### config.mk
export PLATFORM = sky130hd
export DESIGN_NAME = sem_irq_unit
export DESIGN_NICKNAME = d
export VERILOG_FILES = /design/src/rtl/sem_irq_unit.sv
export SDC_FILE = /design/constraint.sdc
export NUM_CORES = 1
export LEC_CHECK = 0
export BUFFER_PORTS_ARGS = -buffer_cell sky130_fd_sc_hd__buf_2
export CORE_MARGIN = 2
export CORE_UTILIZATION = 43
export DETAILED_ROUTE_END_ITERATION = 8
export PLACE_DENSITY = 0.68
export SETUP_SLACK_MARGIN = 0.15
export SYNTH_ARGS = -nofsm -noshare
export SYNTH_HDL_FRONTEND = slang
export SYNTH_SLANG_ARGS = --single-unit
### constraint.sdc
create_clock -name clk -period 3.2 [get_ports clk]
set_clock_uncertainty 0.15 [all_clocks]
set_input_delay 0 -clock clk [delete_from_list [all_inputs] [get_ports clk]]
set_output_delay 0 -clock clk [all_outputs]
set_load 0.005 [all_outputs]
### src/rtl/sem_irq_unit.sv
module sem_irq_unit #(
  parameter int FLAGS   = 16,
  parameter int AW      = 3,
  parameter int IRQ_BIT = 9
) (
  input  logic             clk,
  input  logic             rst_n,
  input  logic [AW-1:0]    host_addr,
  input  logic             host_wr,
  input  logic [FLAGS-1:0] host_wdata,
  output logic [FLAGS-1:0] host_rdata,
  input  logic [FLAGS-1:0] dsp_set,
  output logic [FLAGS-1:0] dsp_rdata,
  output logic             irq
);
  localparam logic [AW-1:0] A_OUT  = AW'(0);
  localparam logic [AW-1:0] A_MASK = AW'(1);
  localparam logic [AW-1:0] A_CLR  = AW'(2);
  localparam logic [AW-1:0] A_IN   = AW'(3);
  localparam logic [AW-1:0] A_STAT = AW'(4);

  logic [FLAGS-1:0] out_q, in_q, mask_q, clr_bits, status;

  assign clr_bits  = (host_wr && host_addr == A_CLR) ? host_wdata : '0;
  assign dsp_rdata = out_q;
  assign irq       = |(in_q & ~mask_q);

  always_comb begin
    status = '0;
    status[IRQ_BIT] = irq;
  end

  always_ff @(posedge clk) begin
    if (!rst_n) begin
      out_q  <= '0;
      in_q   <= '0;
      mask_q <= '0;
    end else begin
      if (host_wr && host_addr == A_OUT)  out_q  <= host_wdata;
      if (host_wr && host_addr == A_MASK) mask_q <= host_wdata;
      in_q <= (in_q & ~clr_bits) | dsp_set;
    end
  end

  always_comb begin
    case (host_addr)
      A_OUT:   host_rdata = out_q;
      A_MASK:  host_rdata = mask_q;
      A_IN:    host_rdata = in_q;
      A_STAT:  host_rdata = status;
      default: host_rdata = '0;
    endcase
  end
endmodule


==> results.cfg, run 1 <==
[status]
outcome = complete, no violations

[sta]
worst_slack_ns = 1.01
final-hold-violation-count = 0
relSlewSlack_pct = 47.7
tns_ns = 0
fmax_mhz = 457
holdWs_ns = 0.0896
finalSetupViolations = 0
period_needed_ns = 2.19
rsz0062_at_grt = false
post-route-period-util_pct = 68.4
drv_slew = 0
worst_pin_slew_ns = 0.784

[critical_path]
cp_top_family = buffers and inverters
cp_slowest_stage_delay_ns = 0.76
worst-path-buf-inv = 2
end_kind = register
crit_path_max_fanout = 25
crit_chain = buf_2 > nor3b_4 > a21boi_0 > o21a_1 > dlygate4sd3_1
rrSetupSlack_ns = 1.71
worstPathArrival_ns = 2.22
r2r_end = in_q[11]$_SDFF_PN0_
rr_worst_depth = 3
cp_slowest_cell = nor3b_4
timing.rr.start = in_q[11]$_SDFF_PN0_
crit_type = primary input to register
worst_setup_path_start_kind = primary input
worstPathRequired_ns = 3.24

[clock_tree]
cts_made_buffers = 5
clock_latency_ns = 0.29
path_clk_slew_ns = 0.08
cts-resized-gates = 0
cts_setup_buffers = 0
cts_tree = done
cts_buffer_depth = 2
cts_hold_buffers = 48
root_buffer = clkbuf_8
htreeDepth = 2
cts.sinks = 48

[logic_synthesis]
ys_types = 26
ys_ff_latch = 48
syn-cell-area_sq_um = 2410
synth_top_area_share_pct = 39.9
syn_nets = 314
yosysSeqAreaShare_pct = 39.9
netlist_instances = 276
synth_area_leaders = dfxtp_1, a21boi_0, nand2_1
avgSynthCellArea_sq_um = 8.73
ys.warnings.count = 0
synth_top_area_cell = dfxtp_1

[hold_path]
min_to = mask_q[7]$_SDFFE_PN0P_
hold_class = primary input to register
hold_path_depth = 5
hp-start = host_wr

[finish]
final_cell_mix = buf_2, nand2_1, dfxtp_1, dlygate4sd3_1, a21boi_0
nets = 421
final_cells = 455
syn2layout_area_growth_pct = 36.7
antenna_cells = 0
fin_area_sq_um = 3290
final_common_cell = buf_2
final_core_util_pct = 60.2
layout-drive-gt1-share_pct = 24.8

[place]
dp_hpwl_um = 4020
portBuffers = 70
place_congestion = 0.784
place_area_sq_um = 2730
post-place-ws_ns = 1.02
dpl.cell_count = 400

[floorplanning]
row_count = 27
die_h_um = 78.8
initial_utilization_pct = 44.0
pin_count = 71
dieWidth_um = 78.8
coreArea_sq_um = 5470
dieArea_sq_um = 6220

[drt]
vias_per_cell = 5.06
wl_per_cell_um = 14.3
drt-initial-drc-count = 114
finalWirelength_um = 6500
dr.pass1.iters = 4
remaining_drc_errors = 0
via_count = 2302
final_antenna_net_count = 0

[grt]
grt-ovfl-total = 0
grt_pass1_wl_um = 10800
gr-usage-met2_pct = 39.9
grt.total_usage_pct = 22.0
grt_pass1_vias = 2298
grt_max_degree = 49
antenna_found_initial = 0
use_met3_pct = 3.30
grtUsageMet1_pct = 27.8
busiest_layer = met2

[power]
p_leak_nw = 1.36
total_power_mw = 1.19
vdd.ir_drop.worst_mv = 0.234
pwr_density_cell_nw_per_um2 = 360

[run]
cap_viol_max_count = 0
metal layers:
layer  vias to the layer above  part of all wire [%]
li1                       1157                     -
met1                      1087                    46
met2                        53                    50
met3                         5                   3.5
met4                         0                  0.82
met5                         -                     0
synthesized netlist by cell type:
library cell / count
a2111oi_1: 2
a2111oi_2: 1
a2111oi_4: 1
a21boi_0: 37
a21boi_1: 11
a22oi_1: 16
a31o_1: 1
and2b_1: 2
buf_2: 2
buf_4: 2
buf_6: 5
clkbuf_1: 9
dfxtp_1: 48
inv_1: 4
mux2_2: 12
nand2_1: 69
nand2b_4: 1
nand3b_1: 1
nand4_1: 1
nor2_1: 16
nor2_2: 1
nor2b_1: 11
nor3_4: 1
nor3b_4: 2
o21a_1: 16
o21ai_0: 4
registers in the layout, summed over array words and instances (netlist names):
signal / cells
mask_q: 16
in_q: 16
dsp_rdata: 16
worst register-to-register path: stages (launching register included):
cell	delay, ns
dfxtp_1	0.35
a21boi_0	0.13
o21a_1	0.21
dlygate4sd3_1	0.55
cell families (layout without fill, tap and decap cells):
kind of cell / after synthesis / count (layout) / share of synthesized area, %
AOI/OAI and AO/OA: 89 / 89 / 28.7
muxes: 12 / 12 / 5.61
DFF: 48 / 48 / 39.9
and+or+nand+nor: 105 / 105 / 20.4
buffers and inverters: 22 / 129 / 5.40
how the worst max path moves through the flow:
stage / cells after the start / from / endpoint / slack [ns]
6_report: 5 / host_addr[1] / in_q[12]$_SDFF_PN0_ / 1.01
5_1_grt: 5 / host_addr[1] / in_q[15]$_SDFF_PN0_ / 0.85
4_1_cts: 5 / mask_q[1]$_SDFFE_PN0P_ / host_rdata[9] / 1.06
3_5_place_dp: 5 / host_addr[1] / dsp_rdata[7]$_SDFFE_PN0P_ / 1.02
3_3_place_gp: 5 / host_addr[1] / dsp_rdata[10]$_SDFFE_PN0P_ / 1.12
2_1_floorplan: 4 / mask_q[1]$_SDFFE_PN0P_ / host_rdata[9] / 1.80
power breakdown:
part	total [mW]	switching, mW	internal [mW]
registers	0.637	0.0169	0.620
clock network	0.339	0.190	0.149
logic	0.210	0.0913	0.119
area by class of cell:
class | instances | area (sq um)
clock buffers | 6 | 72.6
inverters | 4 | 15.0
fillers | 513 | 2180
multi-input cells | 206 | 1320
clock inverters | 1 | 5.00
flip-flops and latches | 48 | 961
repair buffers | 118 | 831
well taps | 72 | 90.1
(Power assumes the default switching activity.)
==> run 2: changes to the inputs <==
- clock period: 3.2 -> 2.1 ns (I/O delays scaled with it)
==> results.cfg, run 2 (synthesis gave the netlist of run 1 again) <==
[sta]
worst_slack_ns = 0.212
post-route-period-util_pct = 89.9
period_needed_ns = 1.89
final-hold-violation-count = 0
relSlewSlack_pct = 49.8
finalSetupViolations = 0
drv_slew = 0
fmax_mhz = 530
worst_pin_slew_ns = 0.753
rsz0062_at_grt = false
tns_ns = 0

[critical_path]
crit_path_max_fanout = 3
cp-startpoint = mask_q[1]$_SDFFE_PN0P_
timing.rr.start = in_q[5]$_SDFF_PN0_
crit_type = register to output pin
worstPathArrival_ns = 1.74
rrSetupSlack_ns = 0.57
critPathCapture = host_rdata[9]
end_kind = output pin
worstPathRequired_ns = 1.95
r2r_end = in_q[5]$_SDFF_PN0_
worst_setup_path_start_kind = register
rr_worst_depth = 3

[clock_tree]
cts_made_buffers = 5
root_buffer = clkbuf_8
clock_latency_ns = 0.30
cts_buffer_depth = 2
htreeDepth = 2
cts.sinks = 48
cts_tree = done
path_clk_slew_ns = 0.09

[finish]
antenna_cells = 0
fin_area_sq_um = 3430
regArea_sq_um = 963
syn2layout_area_growth_pct = 42.6
nets = 431
layout-drive-gt1-share_pct = 27.9
final_cell_mix = buf_2, nand2_1, dlygate4sd3_1
final_common_cell = buf_2
num-fill-cells = 499
multi_input_area_sq_um = 1350

[place]
place_area_sq_um = 2800
portBuffers = 70
dp_hpwl_um = 4330
post-place-ws_ns = 0.361
place_congestion = 0.763

[power]
power_frac_clock_pct = 33.4
p_leak_nw = 1.43
sw_frac_of_total_pct = 24.1
total_power_mw = 1.97
p_int_mw = 1.49
vdd.ir_drop.worst_mv = 0.335
p_comb_share_pct = 17.1
pwr_density_cell_nw_per_um2 = 573
power.switching_uw = 475
seq_power_share_pct = 49.4

[drt]
remaining_drc_errors = 0
vias_per_cell = 5.02
wl_per_cell_um = 14.0
final_antenna_net_count = 0
via_count = 2340
finalWirelength_um = 6520
dr.pass1.iters = 4
drt-initial-drc-count = 146

[grt]
grt_pass1_wl_um = 10700
grt.total_usage_pct = 21.9
grt-ovfl-total = 0
grt_pass1_vias = 2283
grt_max_degree = 49
antenna_found_initial = 0

[floorplanning]
dieArea_sq_um = 6220
coreArea_sq_um = 5470
pin_count = 71
dieWidth_um = 78.8
row_count = 27
die_h_um = 78.8
initial_utilization_pct = 44.0

[hold_path]
hold_class = primary input to register

[status]
outcome = complete, no violations

[run]
cap_viol_max_count = 0
[run 2: worst min path at each step]
stage / from / endpoint / slack, ns / cells after the start
after floorplan: dsp_set[0] / in_q[0]$_SDFF_PN0_ / -0.03 / 1
after global placement: dsp_set[0] / in_q[0]$_SDFF_PN0_ / 0.06 / 2
after detailed placement: dsp_set[3] / in_q[3]$_SDFF_PN0_ / 0.06 / 2
after CTS: host_wr / dsp_rdata[5]$_SDFFE_PN0P_ / 0.15 / 6
after global routing: host_wr / dsp_rdata[5]$_SDFFE_PN0P_ / 0.19 / 6
final: host_wr / dsp_rdata[5]$_SDFFE_PN0P_ / 0.16 / 6
[run 2: per-stage QoR]
step                cells  utilization, %  hold WS [ns]
floorplan             276               -       -0.0261
global placement      409            51.2        0.0588
detailed placement    409            51.2        0.0616
CTS                   466            62.7         0.146
global route          466            62.8         0.189
finish                466            62.8         0.159
[run 2: power by group through the flow]
stage / clock network [mW] / logic [mW] / registers (mW)
6_report: 0.657 / 0.337 / 0.972
5_1_grt: 0.708 / 0.370 / 0.978
4_1_cts: 0.670 / 0.336 / 0.972
3_5_place_dp: 0 / 0.250 / 0.992
3_3_place_gp: 0 / 0.248 / 0.991
2_1_floorplan: 0 / 0.163 / 0.984
[run 2: worst max-delay path, stage by stage, from the launching register on]
cell,delay [ns]
dfxtp_2,0.34
and2b_1,0.20
a2111oi_4,0.34
nand4_1,0.21
a31o_1,0.22
buf_2,0.12
[run 2: final cells by class]
cell class | instances | area share, %
multi-input cells | 206 | 39.4
flip-flops and latches | 48 | 28.1
repair buffers | 128 | 26.4
well taps | 72 | 2.62
clock buffers | 6 | 2.11
clock inverters | 2 | 1.02
inverters | 4 | 0.437
[run 2: metal layers]
layer  global-route usage, %  vias up  share of wire (%)
li1                        -     1182                  -
met1                    27.3     1071                 45
met2                    38.5       80                 48
met3                    4.43        7                5.6
met4                    5.52        0                1.1
met5                       0        -                  0
[run 2: repair_timing]
item	CTS	global route
buffers inserted	1	0
hold buffers	48	0
endpoints found under the hold margin	48	0
gates resized for setup	4	2
endpoints found under the setup margin	1	1
pin swaps	1	2
==> run 3: changes to the inputs <==
- clock period: 2.1 -> 1.85 ns (I/O delays scaled with it)
==> results.cfg, run 3 (synthesis gave the netlist of run 1 again) <==
[status]
outcome = complete, no violations

[sta]
fmax_mhz = 547
relSlewSlack_pct = 69.7
finalSetupViolations = 0
worst_pin_slew_ns = 0.455
final-hold-violation-count = 0
rsz0062_at_grt = true
holdWs_ns = 0.0113
post-route-period-util_pct = 98.8
period_needed_ns = 1.83
tns_ns = 0
drv_slew = 0

[critical_path]
timing.rr.start = in_q[8]$_SDFF_PN0_
end_kind = output pin
crit_path_max_fanout = 2
worstPathRequired_ns = 1.70
crit_type = register to output pin
r2r_end = in_q[8]$_SDFF_PN0_
rrSetupSlack_ns = 0.31
worst_setup_path_start_kind = register
rr_worst_depth = 4
worstPathArrival_ns = 1.68

[place]
portBuffers = 70
dp_hpwl_um = 4470
place_area_sq_um = 2850
dpl.cell_count = 416
place_congestion = 0.752

[finish]
final_cells = 476
nets = 441
fin_area_sq_um = 3560
antenna_cells = 0
syn2layout_area_growth_pct = 47.9
final_common_cell = buf_2
final_cell_mix = buf_2, nand2_1, dlygate4sd3_1
layout-drive-gt1-share_pct = 32.7

[clock_tree]
clock_latency_ns = 0.29
path_clk_slew_ns = 0.09
cts.sinks = 48
htreeDepth = 2
cts_made_buffers = 5
cts_buffer_depth = 2
cts_tree = done
root_buffer = clkbuf_8

[grt]
grt-ovfl-total = 0
grt_pass1_wl_um = 11100
antenna_found_initial = 0
grt_max_degree = 49
grt.total_usage_pct = 22.6
grt_pass1_vias = 2343

[floorplanning]
pin_count = 71
die_h_um = 78.8
dieWidth_um = 78.8
coreArea_sq_um = 5470
initial_utilization_pct = 44.0
dieArea_sq_um = 6220
row_count = 27

[hold_path]
hold_path_depth = 5
min_to = mask_q[7]$_SDFFE_PN0P_
hold_class = primary input to register
hp-start = host_wr

[power]
pwr_density_cell_nw_per_um2 = 636
p_leak_nw = 1.50
power.switching_uw = 550
power_frac_clock_pct = 33.0
p_comb_share_pct = 18.3
seq_power_share_pct = 48.8
vdd.ir_drop.worst_mv = 0.347
p_int_mw = 1.72
sw_frac_of_total_pct = 24.3

[run]
cap_viol_max_count = 0

[drt]
vias_per_cell = 5.01
final_antenna_net_count = 0
via_count = 2385
wl_per_cell_um = 14.1
dr.pass1.iters = 4
drt-initial-drc-count = 98
finalWirelength_um = 6690
remaining_drc_errors = 0
## run 3: cell count changes in the layout (fill, tap and decap cells not counted)
| cell | delta |
|---|---|
| dfxtp_2 | +7 |
| nor2b_1 | -5 |
| nor2b_2 | +1 |
| buf_4 | +10 |
| nor2b_4 | +4 |
| dfxtp_1 | -7 |
| a2111oi_4 | +1 |
| a2111oi_2 | -1 |
## run 3: cell type report
type,instances,area (sq um)
fillers,479,1910
multi-input cells,206,1400
repair buffers,138,981
flip-flops and latches,48,972
well taps,72,90.1
clock buffers,6,72.6
clock inverters,2,35.0
inverters,4,15.0
## run 3: worst max-delay path, stage by stage (launching register included)
cell       delay, ns
dfxtp_2         0.34
nor2b_4         0.13
a2111oi_4       0.34
nand4_1         0.20
a31o_1          0.26
buf_2           0.12
## run 3: layer usage
layer / part of all wire [%] / vias up / global-route usage, %
li1: - / 1200 / -
met1: 46 / 1121 / 30.0
met2: 48 / 57 / 38.8
met3: 4.3 / 7 / 3.75
met4: 1.0 / 0 / 5.17
met5: 0 / - / 0
## run 3: worst max-delay path by stage
stage / from / end / slack [ns] / cells past startpoint
floorplan: mask_q[1]$_SDFFE_PN0P_ / host_rdata[9] / 0.45 / 4
global placement: mask_q[1]$_SDFFE_PN0P_ / host_rdata[9] / 0.13 / 5
global route: in_q[13]$_SDFF_PN0_ / host_rdata[9] / 0.008 / 5
detailed placement: mask_q[1]$_SDFFE_PN0P_ / host_rdata[9] / 0.12 / 5
finish: in_q[13]$_SDFF_PN0_ / host_rdata[9] / 0.02 / 5
CTS: in_q[13]$_SDFF_PN0_ / host_rdata[9] / 0.06 / 5
## run 3: stage by stage
stage / setup WS, ns / power [mW] / util [%]
3_3_place_gp: 0.129 / 1.42 / 52.1
4_1_cts: 0.0604 / 2.28 / 64.7
3_5_place_dp: 0.122 / 1.42 / 52.1
6_report: 0.0220 / 2.27 / 65.1
2_1_floorplan: 0.454 / 1.30 / -
5_1_grt: 0.00762 / 2.37 / 65.1
## run 3: what timing repair did
action,in CTS,in global routing
gates resized for setup,18,5
pin swaps,5,3
setup endpoints to repair,2,1
setup buffers,3,1
endpoints found under the hold margin,48,0
gates cloned,0,0
hold buffers,48,0
## run 3: power by group through the flow
stage	logic, mW	registers, mW	clock network (mW)
final	0.414	1.11	0.747
after global routing	0.453	1.11	0.801
after CTS	0.411	1.10	0.768
after detailed placement	0.297	1.12	0
after global placement	0.296	1.12	0
after floorplan	0.185	1.12	0
